**src/rtl/fpdec_pkg.sv**
```systemverilog
package fpdec_pkg;

  localparam int INSN_W  = 32;
  localparam int RIDX_W  = 5;
  localparam int SEL_W   = 10;

  // primary opcodes
  localparam logic [5:0] PRI_INDEXED = 6'd31;
  localparam logic [5:0] PRI_SINGLE  = 6'd59;
  localparam logic [5:0] PRI_DOUBLE  = 6'd63;
  localparam logic [5:0] PRI_MEM_LO  = 6'd48;
  localparam logic [5:0] PRI_MEM_HI  = 6'd55;

  typedef enum logic [2:0] {
    KIND_NONE    = 3'd0,
    KIND_LOAD    = 3'd1,
    KIND_STORE   = 3'd2,
    KIND_ARITH   = 3'd3,
    KIND_COMPARE = 3'd4,
    KIND_MOVE    = 3'd5,
    KIND_STATUS  = 3'd6
  } unitKind_e;

  typedef enum logic [3:0] {
    FORM_NONE     = 4'd0,
    FORM_TWO_SRC  = 4'd1,
    FORM_MUL      = 4'd2,
    FORM_FUSED    = 4'd3,
    FORM_DISP     = 4'd4,
    FORM_DISP_UPD = 4'd5,
    FORM_IDX      = 4'd6,
    FORM_IDX_UPD  = 4'd7,
    FORM_CMP      = 4'd8,
    FORM_CR_MOVE  = 4'd9,
    FORM_BIT      = 4'd10,
    FORM_IMM      = 4'd11,
    FORM_MASK     = 4'd12,
    FORM_UNARY    = 4'd13,
    FORM_DEST     = 4'd14
  } formCls_e;

  // strobes from control to datapath: which fields to drive
  typedef struct packed {
    logic useD;
    logic useA;
    logic useB;
    logic useC;
    logic useDisp;
    logic useCrDst;
    logic useCrSrc;
    logic useImm;
    logic useMask;
  } fieldStrobe_t;

  typedef struct packed {
    unitKind_e        kind;
    formCls_e         form;
    logic             single;
    logic [SEL_W-1:0] opSel;
    logic             illegal;
    logic             record;
    logic             update;
  } classResult_t;

endpackage

```
**src/rtl/fpdec_ctrl.sv**
```systemverilog
module fpdec_ctrl
  import fpdec_pkg::*;
(
  input  logic [INSN_W-1:0] insn,
  output classResult_t      cls,
  output fieldStrobe_t      strobe
);

  logic [5:0]       primary;
  logic [4:0]       shortMinor;
  logic [9:0]       longMinor;
  logic [4:0]       baseField;

  unitKind_e        rawKind;
  formCls_e         rawForm;
  logic             rawSingle;
  logic [SEL_W-1:0] rawSel;
  logic             known;
  logic             isUpdate;
  logic             badBase;
  logic             isIllegal;
  logic             arithPrimary;

  assign primary      = insn[31:26];
  assign shortMinor   = insn[5:1];
  assign longMinor    = insn[10:1];
  assign baseField    = insn[20:16];
  assign arithPrimary = (primary == PRI_SINGLE) || (primary == PRI_DOUBLE);

  // classification of short-minor arithmetic codes shared by 59 and 63
  function automatic formCls_e shortForm(input logic [4:0] m, input logic dbl);
    formCls_e f;
    f = FORM_NONE;
    case (m)
      5'd18, 5'd20, 5'd21, 5'd22: f = FORM_TWO_SRC;
      5'd24:                      f = dbl ? FORM_NONE : FORM_TWO_SRC;
      5'd26:                      f = dbl ? FORM_TWO_SRC : FORM_NONE;
      5'd25:                      f = FORM_MUL;
      5'd23:                      f = dbl ? FORM_FUSED : FORM_NONE;
      5'd28, 5'd29, 5'd30, 5'd31: f = FORM_FUSED;
      default:                    f = FORM_NONE;
    endcase
    return f;
  endfunction

  always_comb begin
    rawKind   = KIND_NONE;
    rawForm   = FORM_NONE;
    rawSingle = 1'b0;
    rawSel    = '0;
    known     = 1'b0;

    if (primary >= PRI_MEM_LO && primary <= PRI_MEM_HI) begin
      known     = 1'b1;
      rawKind   = primary[2] ? KIND_STORE : KIND_LOAD;
      rawForm   = primary[0] ? FORM_DISP_UPD : FORM_DISP;
      rawSingle = ~primary[1];
      rawSel    = SEL_W'(primary);
    end else if (primary == PRI_INDEXED) begin
      rawSel = longMinor;
      known  = 1'b1;
      case (longMinor)
        10'd535: begin rawKind = KIND_LOAD;  rawForm = FORM_IDX;     rawSingle = 1'b1; end
        10'd567: begin rawKind = KIND_LOAD;  rawForm = FORM_IDX_UPD; rawSingle = 1'b1; end
        10'd599: begin rawKind = KIND_LOAD;  rawForm = FORM_IDX;     end
        10'd631: begin rawKind = KIND_LOAD;  rawForm = FORM_IDX_UPD; end
        10'd663: begin rawKind = KIND_STORE; rawForm = FORM_IDX;     rawSingle = 1'b1; end
        10'd695: begin rawKind = KIND_STORE; rawForm = FORM_IDX_UPD; rawSingle = 1'b1; end
        10'd727: begin rawKind = KIND_STORE; rawForm = FORM_IDX;     end
        10'd759: begin rawKind = KIND_STORE; rawForm = FORM_IDX_UPD; end
        10'd983: begin rawKind = KIND_STORE; rawForm = FORM_IDX;     end
        default: known = 1'b0;
      endcase
    end else if (primary == PRI_SINGLE) begin
      rawForm   = shortForm(shortMinor, 1'b0);
      known     = (rawForm != FORM_NONE);
      rawKind   = KIND_ARITH;
      rawSingle = 1'b1;
      rawSel    = SEL_W'(shortMinor);
    end else if (primary == PRI_DOUBLE && insn[5]) begin
      rawForm = shortForm(shortMinor, 1'b1);
      known   = (rawForm != FORM_NONE);
      rawKind = KIND_ARITH;
      rawSel  = SEL_W'(shortMinor);
    end else if (primary == PRI_DOUBLE) begin
      rawSel = longMinor;
      known  = 1'b1;
      case (longMinor)
        10'd0, 10'd32:                  begin rawKind = KIND_COMPARE; rawForm = FORM_CMP;     end
        10'd12, 10'd14, 10'd15:         begin rawKind = KIND_ARITH;   rawForm = FORM_UNARY;   end
        10'd40, 10'd72, 10'd136,
        10'd264:                        begin rawKind = KIND_MOVE;    rawForm = FORM_UNARY;   end
        10'd38, 10'd70:                 begin rawKind = KIND_STATUS;  rawForm = FORM_BIT;     end
        10'd64:                         begin rawKind = KIND_STATUS;  rawForm = FORM_CR_MOVE; end
        10'd134:                        begin rawKind = KIND_STATUS;  rawForm = FORM_IMM;     end
        10'd583:                        begin rawKind = KIND_STATUS;  rawForm = FORM_DEST;    end
        10'd711:                        begin rawKind = KIND_STATUS;  rawForm = FORM_MASK;    end
        default: known = 1'b0;
      endcase
    end
  end

  assign isUpdate  = (rawForm == FORM_DISP_UPD) || (rawForm == FORM_IDX_UPD);
  assign badBase   = isUpdate && (baseField == '0);
  assign isIllegal = !known || badBase;

  always_comb begin
    cls = '0;
    cls.illegal = isIllegal;
    if (!isIllegal) begin
      cls.kind   = rawKind;
      cls.form   = rawForm;
      cls.single = rawSingle;
      cls.opSel  = rawSel;
      cls.record = arithPrimary && insn[0];
      cls.update = isUpdate;
    end
  end

  always_comb begin
    strobe = '0;
    case (cls.form)
      FORM_TWO_SRC:  begin strobe.useD = 1'b1; strobe.useA = 1'b1; strobe.useB = 1'b1; end
      FORM_MUL:      begin strobe.useD = 1'b1; strobe.useA = 1'b1; strobe.useC = 1'b1; end
      FORM_FUSED:    begin strobe.useD = 1'b1; strobe.useA = 1'b1;
                           strobe.useB = 1'b1; strobe.useC = 1'b1; end
      FORM_DISP,
      FORM_DISP_UPD: begin strobe.useD = 1'b1; strobe.useA = 1'b1; strobe.useDisp = 1'b1; end
      FORM_IDX,
      FORM_IDX_UPD:  begin strobe.useD = 1'b1; strobe.useA = 1'b1; strobe.useB = 1'b1; end
      FORM_CMP:      begin strobe.useCrDst = 1'b1; strobe.useA = 1'b1; strobe.useB = 1'b1; end
      FORM_CR_MOVE:  begin strobe.useCrDst = 1'b1; strobe.useCrSrc = 1'b1; end
      FORM_BIT:      strobe.useD = 1'b1;
      FORM_IMM:      begin strobe.useCrDst = 1'b1; strobe.useImm = 1'b1; end
      FORM_MASK:     begin strobe.useMask = 1'b1; strobe.useB = 1'b1; end
      FORM_UNARY:    begin strobe.useD = 1'b1; strobe.useB = 1'b1; end
      FORM_DEST:     strobe.useD = 1'b1;
      default:       strobe = '0;
    endcase
  end

endmodule

```
**src/rtl/fpdec_datapath.sv**
```systemverilog
module fpdec_datapath
  import fpdec_pkg::*;
#(
  parameter int DISP_W  = 32,
  parameter bit OUT_REG = 1'b1
) (
  input  logic               clk,
  input  logic               rstN,
  input  logic               inValid,
  input  logic [INSN_W-1:0]  insn,
  input  fieldStrobe_t       strobe,
  input  classResult_t       cls,
  output logic               outValid,
  output logic [2:0]         unitKind,
  output logic [3:0]         formCls,
  output logic               singlePrec,
  output logic [SEL_W-1:0]   opSel,
  output logic [RIDX_W-1:0]  regD,
  output logic [RIDX_W-1:0]  regA,
  output logic [RIDX_W-1:0]  regB,
  output logic [RIDX_W-1:0]  regC,
  output logic [DISP_W-1:0]  disp,
  output logic [2:0]         crDst,
  output logic [2:0]         crSrc,
  output logic [3:0]         immNib,
  output logic [7:0]         fieldMask,
  output logic               illegal,
  output logic               recordBit,
  output logic               updateReq
);

  typedef struct packed {
    logic [2:0]        kind;
    logic [3:0]        form;
    logic              single;
    logic [SEL_W-1:0]  sel;
    logic [RIDX_W-1:0] d;
    logic [RIDX_W-1:0] a;
    logic [RIDX_W-1:0] b;
    logic [RIDX_W-1:0] c;
    logic [DISP_W-1:0] disp;
    logic [2:0]        crDst;
    logic [2:0]        crSrc;
    logic [3:0]        imm;
    logic [7:0]        mask;
    logic              illegal;
    logic              record;
    logic              update;
  } bundle_t;

  bundle_t nextBundle;
  bundle_t curBundle;
  logic    curValid;

  always_comb begin
    nextBundle         = '0;
    nextBundle.kind    = cls.kind;
    nextBundle.form    = cls.form;
    nextBundle.single  = cls.single;
    nextBundle.sel     = cls.opSel;
    nextBundle.illegal = cls.illegal;
    nextBundle.record  = cls.record;
    nextBundle.update  = cls.update;
    nextBundle.d       = strobe.useD     ? insn[25:21] : '0;
    nextBundle.a       = strobe.useA     ? insn[20:16] : '0;
    nextBundle.b       = strobe.useB     ? insn[15:11] : '0;
    nextBundle.c       = strobe.useC     ? insn[10:6]  : '0;
    nextBundle.disp    = strobe.useDisp  ? DISP_W'($signed(insn[15:0])) : '0;
    nextBundle.crDst   = strobe.useCrDst ? insn[25:23] : '0;
    nextBundle.crSrc   = strobe.useCrSrc ? insn[20:18] : '0;
    nextBundle.imm     = strobe.useImm   ? insn[15:12] : '0;
    nextBundle.mask    = strobe.useMask  ? insn[24:17] : '0;
  end

  generate
    if (OUT_REG) begin : g_reg
      bundle_t heldBundle;
      logic    heldValid;

      always_ff @(posedge clk or negedge rstN) begin
        if (!rstN) begin
          heldBundle <= '0;
          heldValid  <= 1'b0;
        end else begin
          heldValid <= inValid;
          if (inValid) heldBundle <= nextBundle;
        end
      end

      assign curBundle = heldBundle;
      assign curValid  = heldValid;

      assert_valid_latency_R11: assert property (@(posedge clk) disable iff (!rstN)
        outValid |-> $past(inValid));
      assert_hold_when_idle_R11: assert property (@(posedge clk) disable iff (!rstN)
        !$past(inValid) |-> $stable(heldBundle));
      assert_update_base_R10: assert property (@(posedge clk) disable iff (!rstN)
        (outValid && updateReq) |-> (regA != '0));
      assert_illegal_quiet_R9: assert property (@(posedge clk) disable iff (!rstN)
        (outValid && illegal) |-> (unitKind == '0 && formCls == '0 && !updateReq &&
                                   !recordBit && regD == '0 && disp == '0));
      assert_record_scope_R8: assert property (@(posedge clk) disable iff (!rstN)
        (outValid && recordBit) |-> (unitKind != 3'd1 && unitKind != 3'd2));
    end else begin : g_comb
      assign curBundle = nextBundle;
      assign curValid  = inValid;
    end
  endgenerate

  assign outValid   = curValid;
  assign unitKind   = curBundle.kind;
  assign formCls    = curBundle.form;
  assign singlePrec = curBundle.single;
  assign opSel      = curBundle.sel;
  assign regD       = curBundle.d;
  assign regA       = curBundle.a;
  assign regB       = curBundle.b;
  assign regC       = curBundle.c;
  assign disp       = curBundle.disp;
  assign crDst      = curBundle.crDst;
  assign crSrc      = curBundle.crSrc;
  assign immNib     = curBundle.imm;
  assign fieldMask  = curBundle.mask;
  assign illegal    = curBundle.illegal;
  assign recordBit  = curBundle.record;
  assign updateReq  = curBundle.update;

endmodule

```
**src/rtl/fpdec_top.sv**
```systemverilog
module fpdec_top
  import fpdec_pkg::*;
#(
  parameter int DISP_W  = 32,
  parameter bit OUT_REG = 1'b1
) (
  input  logic              clk,
  input  logic              rstN,
  input  logic              inValid,
  input  logic [31:0]       insn,
  output logic              outValid,
  output logic [2:0]        unitKind,
  output logic [3:0]        formCls,
  output logic              singlePrec,
  output logic [9:0]        opSel,
  output logic [4:0]        regD,
  output logic [4:0]        regA,
  output logic [4:0]        regB,
  output logic [4:0]        regC,
  output logic [DISP_W-1:0] disp,
  output logic [2:0]        crDst,
  output logic [2:0]        crSrc,
  output logic [3:0]        immNib,
  output logic [7:0]        fieldMask,
  output logic              illegal,
  output logic              recordBit,
  output logic              updateReq
);

  classResult_t cls;
  fieldStrobe_t strobe;

  fpdec_ctrl u_ctrl (
    .insn   (insn),
    .cls    (cls),
    .strobe (strobe)
  );

  fpdec_datapath #(
    .DISP_W  (DISP_W),
    .OUT_REG (OUT_REG)
  ) u_datapath (
    .clk        (clk),
    .rstN       (rstN),
    .inValid    (inValid),
    .insn       (insn),
    .strobe     (strobe),
    .cls        (cls),
    .outValid   (outValid),
    .unitKind   (unitKind),
    .formCls    (formCls),
    .singlePrec (singlePrec),
    .opSel      (opSel),
    .regD       (regD),
    .regA       (regA),
    .regB       (regB),
    .regC       (regC),
    .disp       (disp),
    .crDst      (crDst),
    .crSrc      (crSrc),
    .immNib     (immNib),
    .fieldMask  (fieldMask),
    .illegal    (illegal),
    .recordBit  (recordBit),
    .updateReq  (updateReq)
  );

endmodule

```
**config.mk**
```make
export PLATFORM = sky130hd
export DESIGN_NAME = fpdec_top
export DESIGN_NICKNAME = d
export VERILOG_FILES = /design/src/rtl/fpdec_pkg.sv /design/src/rtl/fpdec_ctrl.sv /design/src/rtl/fpdec_datapath.sv /design/src/rtl/fpdec_top.sv
export SDC_FILE = /design/constraint.sdc
export NUM_CORES = 1
export LEC_CHECK = 0
export BUFFER_PORTS_ARGS = -buffer_cell sky130_fd_sc_hd__buf_2
export CAP_MARGIN = 20
export CORE_ASPECT_RATIO = 2
export CORE_MARGIN = 5
export CORE_UTILIZATION = 35
export CTS_BUF_LIST = sky130_fd_sc_hd__clkbuf_2 sky130_fd_sc_hd__clkbuf_4 sky130_fd_sc_hd__clkbuf_8
export CTS_CLUSTER_SIZE = 14
export DETAILED_ROUTE_END_ITERATION = 6
export SYNTH_ARGS = -nofsm -noshare
export SYNTH_HDL_FRONTEND = slang
export SYNTH_HIERARCHICAL = 1
export SYNTH_SLANG_ARGS = --single-unit
```
**constraint.sdc**
```tcl
create_clock -name clk -period 1.6 [get_ports clk]
set_input_delay 0.24 -clock clk [delete_from_list [all_inputs] [get_ports clk]]
set_output_delay 0.24 -clock clk [all_outputs]
set_load 0.02 [all_outputs]
```
# After elaboration in Yosys (flattened, before gate mapping)
# Memory sizes are Yosys's and may differ from the RTL's.
# Cells that the tools add are included.
# word_totals
register_bits	92
latch_bits	0
mem_bits_rw	0
mem_bits_ro	128
in_bits	35
output_inout_bits	92
wordCells	154
memories	2
# op_classes
n_addsub	0
multipliers	0
div_mod_pow	0
n_lt_le_gt_ge	2
n_eq_ne	42
shift	0
n_mux	59
bitwise	1
reduce_logical	31
# mem_list
memory	depth	word_bits	rd	rd_ports_with_merged_regs	wr	line	text
(no name shown)	32	2	1	0	0	fpdec_ctrl.sv:34	case (m)
(no name shown)	32	2	1	0	0	fpdec_ctrl.sv:34	
# ops
cell	n
== test 10 bit, second input constant	11
2-to-1 mux 4 bit	13
2-to-1 mux 10 bit	5
2-to-1 mux 32 bit	1
== test 10 x 4 -> 1 bit, second input constant	3
== test 10 x 6 -> 1 bit, second input constant	3
== test 10 x 7 -> 1 bit, second input constant	3
== test 4 bit, second input constant	7
one-hot mux 4 bit (7 select lines)	1
== test 4 x 3 -> 1 bit, second input constant	6
2-to-1 mux 1 bit	21
2-to-1 mux 3 bit	7
== test 10 x 8 -> 1 bit, second input constant	2
2-to-1 mux 5 bit	4
2-to-1 mux 18 bit	1
OR reduction 4 bit	4
OR reduction 15 bit	1
OR reduction 7 bit	2
== test 6 bit, second input constant	2
one-hot mux 3 bit (4 select lines)	1
== test 10 x 9 -> 1 bit, second input constant	1
zero test 10 bit	1
OR reduction 10 bit	1
OR reduction 5 bit	2
20 further kinds	32

# Depth between registers and ports, before layout
# depth
depth_word	19
depth_mapped	13
depth_no_buf	10

# Modules after synthesis
# Netlist, hierarchy kept.
# modules_own_cells
module	instances	cells_each	area_each_um2	seq_area_each_um2
fpdec_datapath	1	291	3108.0	1901.8
fpdec_ctrl	1	167	1034.7	0.0

# Worst setup path after synthesis
# OpenSTA, ideal clock, no wires.
# synth_timing
path_kind	input -> register
startpoint	input insn[2]
endpoint	register u_datapath.g_reg.heldBundle, in the netlist u_datapath/disp[30]
setup_ns	0.083
t_arrival_ns	2.686
required_time_ns	1.517
slack_ns	-1.169
path_stages	13
path_cell_list	buf_2 or3_4 nor4_2 o21ai_0 o31a_1 and3_1 a211o_1 buf_6 buf_6 nor2_1 buf_2 nand3_1 o21ai_0
# synth_rtl
item	line	text
start: declaration	fpdec_top.sv:10	input logic [31:0] insn,
end signal: assignment	fpdec_datapath.sv:86	if (inValid) heldBundle <= nextBundle;
end: declaration	fpdec_datapath.sv:77	bundle_t heldBundle;

==> run summary <==
critical path's slowest cell = and2b_2
num rows = 56
clock slew seen by the registers of the worst setup and hold paths = 0.09 ns
total grt overflow = 0
worst skew pair latency = 0.35 ns
Worst Setup SP = insn[30]
Synthesized Nets = 493
post-layout total power = 4480 uW
Layout area overhead = 62.2%
Leak = 0.00317 uW
Worst Path Buf+Inv = 7
post-synthesis compound-gate area fraction = 16.5%
DRT antenna net count = 0
FF+latch count, synth = 76
synthesis warning total = 6
Critical Path Sink Type = register
hpwl dp = 10300 um
Residual DRC = 0
total of fill cells in the finished design = 996
worst reg2reg path depth = 2
via/cell ratio = 4.97
power density cells = 666 nW/um^2
crit path max fanout = 5
Gate Count Post-Synth = 458
commonest non-fill, non-tap cells in the layout = buf_2, buf_4, dfrtp_1
RSZ-0062 raised after global routing = yes
Critical Path RT = 1.87 ns
Tot GR Track Use = 19.5%
Detailed Routing Iterations Pass 1 = 5
Hold Violations, Final = 0
CP Launch Type = input port
Slew @ Worst Pin = 0.422 ns
Synth Flop Type = dfrtp_1
1st-iter DRT viols = 178
outcome = finished with violations
via count = 4127
H-Tree Depth = 3
HP Class = in2reg
critical hold path startpoint = insn[21]
Ant. Diodes = 0
VDD IR max = 0.000504 V
sequential element share of the synthesized area = 45.9%
initial antenna violation count = 0
normalized max-slew margin = 71.7%
Mean Syn Cell Area = 9.05 um^2
XOR/XNOR Fraction of Synth Area = 0.423%
Final nets = 715
critical path class = in2reg
Post-Synth Simple-Gate Area = 18.3%
Die Width = 86.9 um
critical path cell sequence = buf_2 -> and4_1 -> buf_4 -> nand3b_1 -> and2b_2 -> buf_4 -> buf_4 -> buf_4 -> nor2_4 -> clkinvlp_4 -> buf_4 -> o22ai_4 -> nand3_1 -> o21ai_1
Post-Route Setup TNS = -42.84 ns
Crit Reg-Reg Startpoint = u_datapath/disp[30]
CP delay by family, top = simple AND/OR/NAND/NOR gates
global-route wire length before repair = 21600 um
CP arrival = 2.58 ns
Worst Skew = 0 ns
Hold Path Depth = 3
Longest Clk Path Bufs = 2
CTS tree = done
Synth top area share = 45.9%
Die Area = 14200 um^2
Util after Layout = 57.4%
multiplexer share of the synthesized area = 6.13%
Num CTS Buffers = 9
r2r endpoint = u_datapath/disp[30]
Synth area leaders = dfrtp_1, o21ai_0, nand3_1, inv_1, mux2_2
largest family of logic cells by synthesized area = simple AND/OR/NAND/NOR gates
num ports = 127
Max-cap violations = 0
pre-CTS setup slack = -1.18 ns
largest stage delay on the critical path = 0.27 ns
PortBufs = 126
Netlist cell types = 59
FF+latch area = 1900 um^2
Initial Utilization = 35.4%
post-DR wirelength/cell = 16.9 um
reg-to-reg setup timing slack = 0.72 ns
Syn Std Cell Area = 4140 um^2
Slew Viols, Final = 0
final hold slack = 0.141 ns
ys async rst share = 100%
Final Cycle Share = 144%
clock root buffer = clkbuf_8
final WL = 14000 um
Crit. path cell count = 14
Sink Count = 76
Placeable Area = 11700 um^2
adder-cell share of the synthesized area = 0%
Post-synth EDFFs = 0
area of the multi-input gates = 2300 um^2
worst setup margin = -0.711 ns
Hold EP = u_datapath/fieldMask[4]
minimum clock period = 2.31 ns
fmax = 433 MHz
violated checks = negative setup slack
Worst path most repeated cell = buf_4
vias in the first global route = 4285
most common cell after layout, fill and taps aside = buf_2
final setup violating endpoints = 75
die height = 164 um
routability congestion estimate = 0.871
cell taking the most area after synthesis = dfrtp_1
layout cells sized above 1 = 56.8%
pin count of the biggest net entering global routing = 37
-- worst max-delay path by stage --
stage          slack (ns)            endpoint
5_1_grt             -0.78  u_datapath/regA[2]
3_5_place_dp        -1.18  u_datapath/regB[1]
2_1_floorplan       -0.86  u_datapath/illegal
4_1_cts             -0.63  u_datapath/regB[1]
6_report            -0.71  u_datapath/regA[2]
3_3_place_gp        -1.17  u_datapath/regA[2]
-- power by group --
part,switching [uW],total [uW],internal [uW]
clock network,759,1810,1050
logic,397,721,324
registers,10.8,1950,1940
total,1170,4480,3310
-- area by class of cell --
cell class / instances / share of cell area, %
clock buffers: 9 / 1.84
clock inverters: 7 / 1.81
inverters: 60 / 3.48
multi-input cells: 276 / 34.3
flip-flops and latches: 76 / 28.3
well taps: 145 / 2.70
repair buffers: 257 / 27.6
-- per-layer routing --
metal	GRT usage, %	vias up	part of all wire, %
met3	3.06	38	4.3
met4	10.6	0	4.4
li1	-	1989	-
met1	20.9	1981	36
met5	0	-	0
met2	35.5	119	56
-- cells in the mapped netlist, drive strengths merged (3+ instances only) --
master,number
nand3b,4
a2111oi,5
and2,7
nor2,27
nand2b,6
nand2,18
inv,59
o22ai,4
or3,5
clkbuf,6
nand3,60
dfrtp,76
a21oi,10
or2,3
a211oi,3
buf,40
mux2,21
a31oi,3
nor3,8
o21ai,61
-- sequential cells by signal, summed over array words and instances (netlist names) --
register and cells:
u_datapath/immNib 4, u_datapath/recordBit 1, u_datapath/updateReq 1, u_datapath/regB 5, u_datapath/regD 5, u_datapath/regA 5
u_datapath/formCls 4, u_datapath/illegal 1, u_datapath/disp 16, u_datapath/fieldMask 8, u_datapath/crSrc 3, u_datapath/unitKind 3
u_datapath/opSel 10, u_datapath/regC 5, u_datapath/crDst 3, u_datapath/singlePrec 1, u_datapath/outValid 1
-- kinds of logic after synthesis --
logic type | Yosys count
xor gates and xnor gates | 2
AOI/OAI and AO/OA | 104
DFF | 76
buffers and inverters | 106
and+or+nand+nor | 148
muxes | 22
-- what timing repair did --
| action | 4_1_cts | 5_1_grt |
|---|---|---|
| endpoints found under the setup margin | 74 | 75 |
| buffers inserted | 30 | 11 |
| resized for setup | 92 | 54 |
| hold buffers | 1 | 0 |
| endpoints found under the hold margin | 22 | 0 |
| pin swaps | 29 | 20 |
-- tightest hold or removal path, cell delays in order --
cell,delay (ns)
buf_2,0.12
nand3_2,0.06
o21ai_1,0.05
-- through the flow --
step	cell area, um^2	std cells
after detailed placement	5650	780
after CTS	6460	824
after global routing	6720	830
after global placement	5650	780
final	6720	830
after floorplan	4380	458
Power figures use the tool's default switching activity.
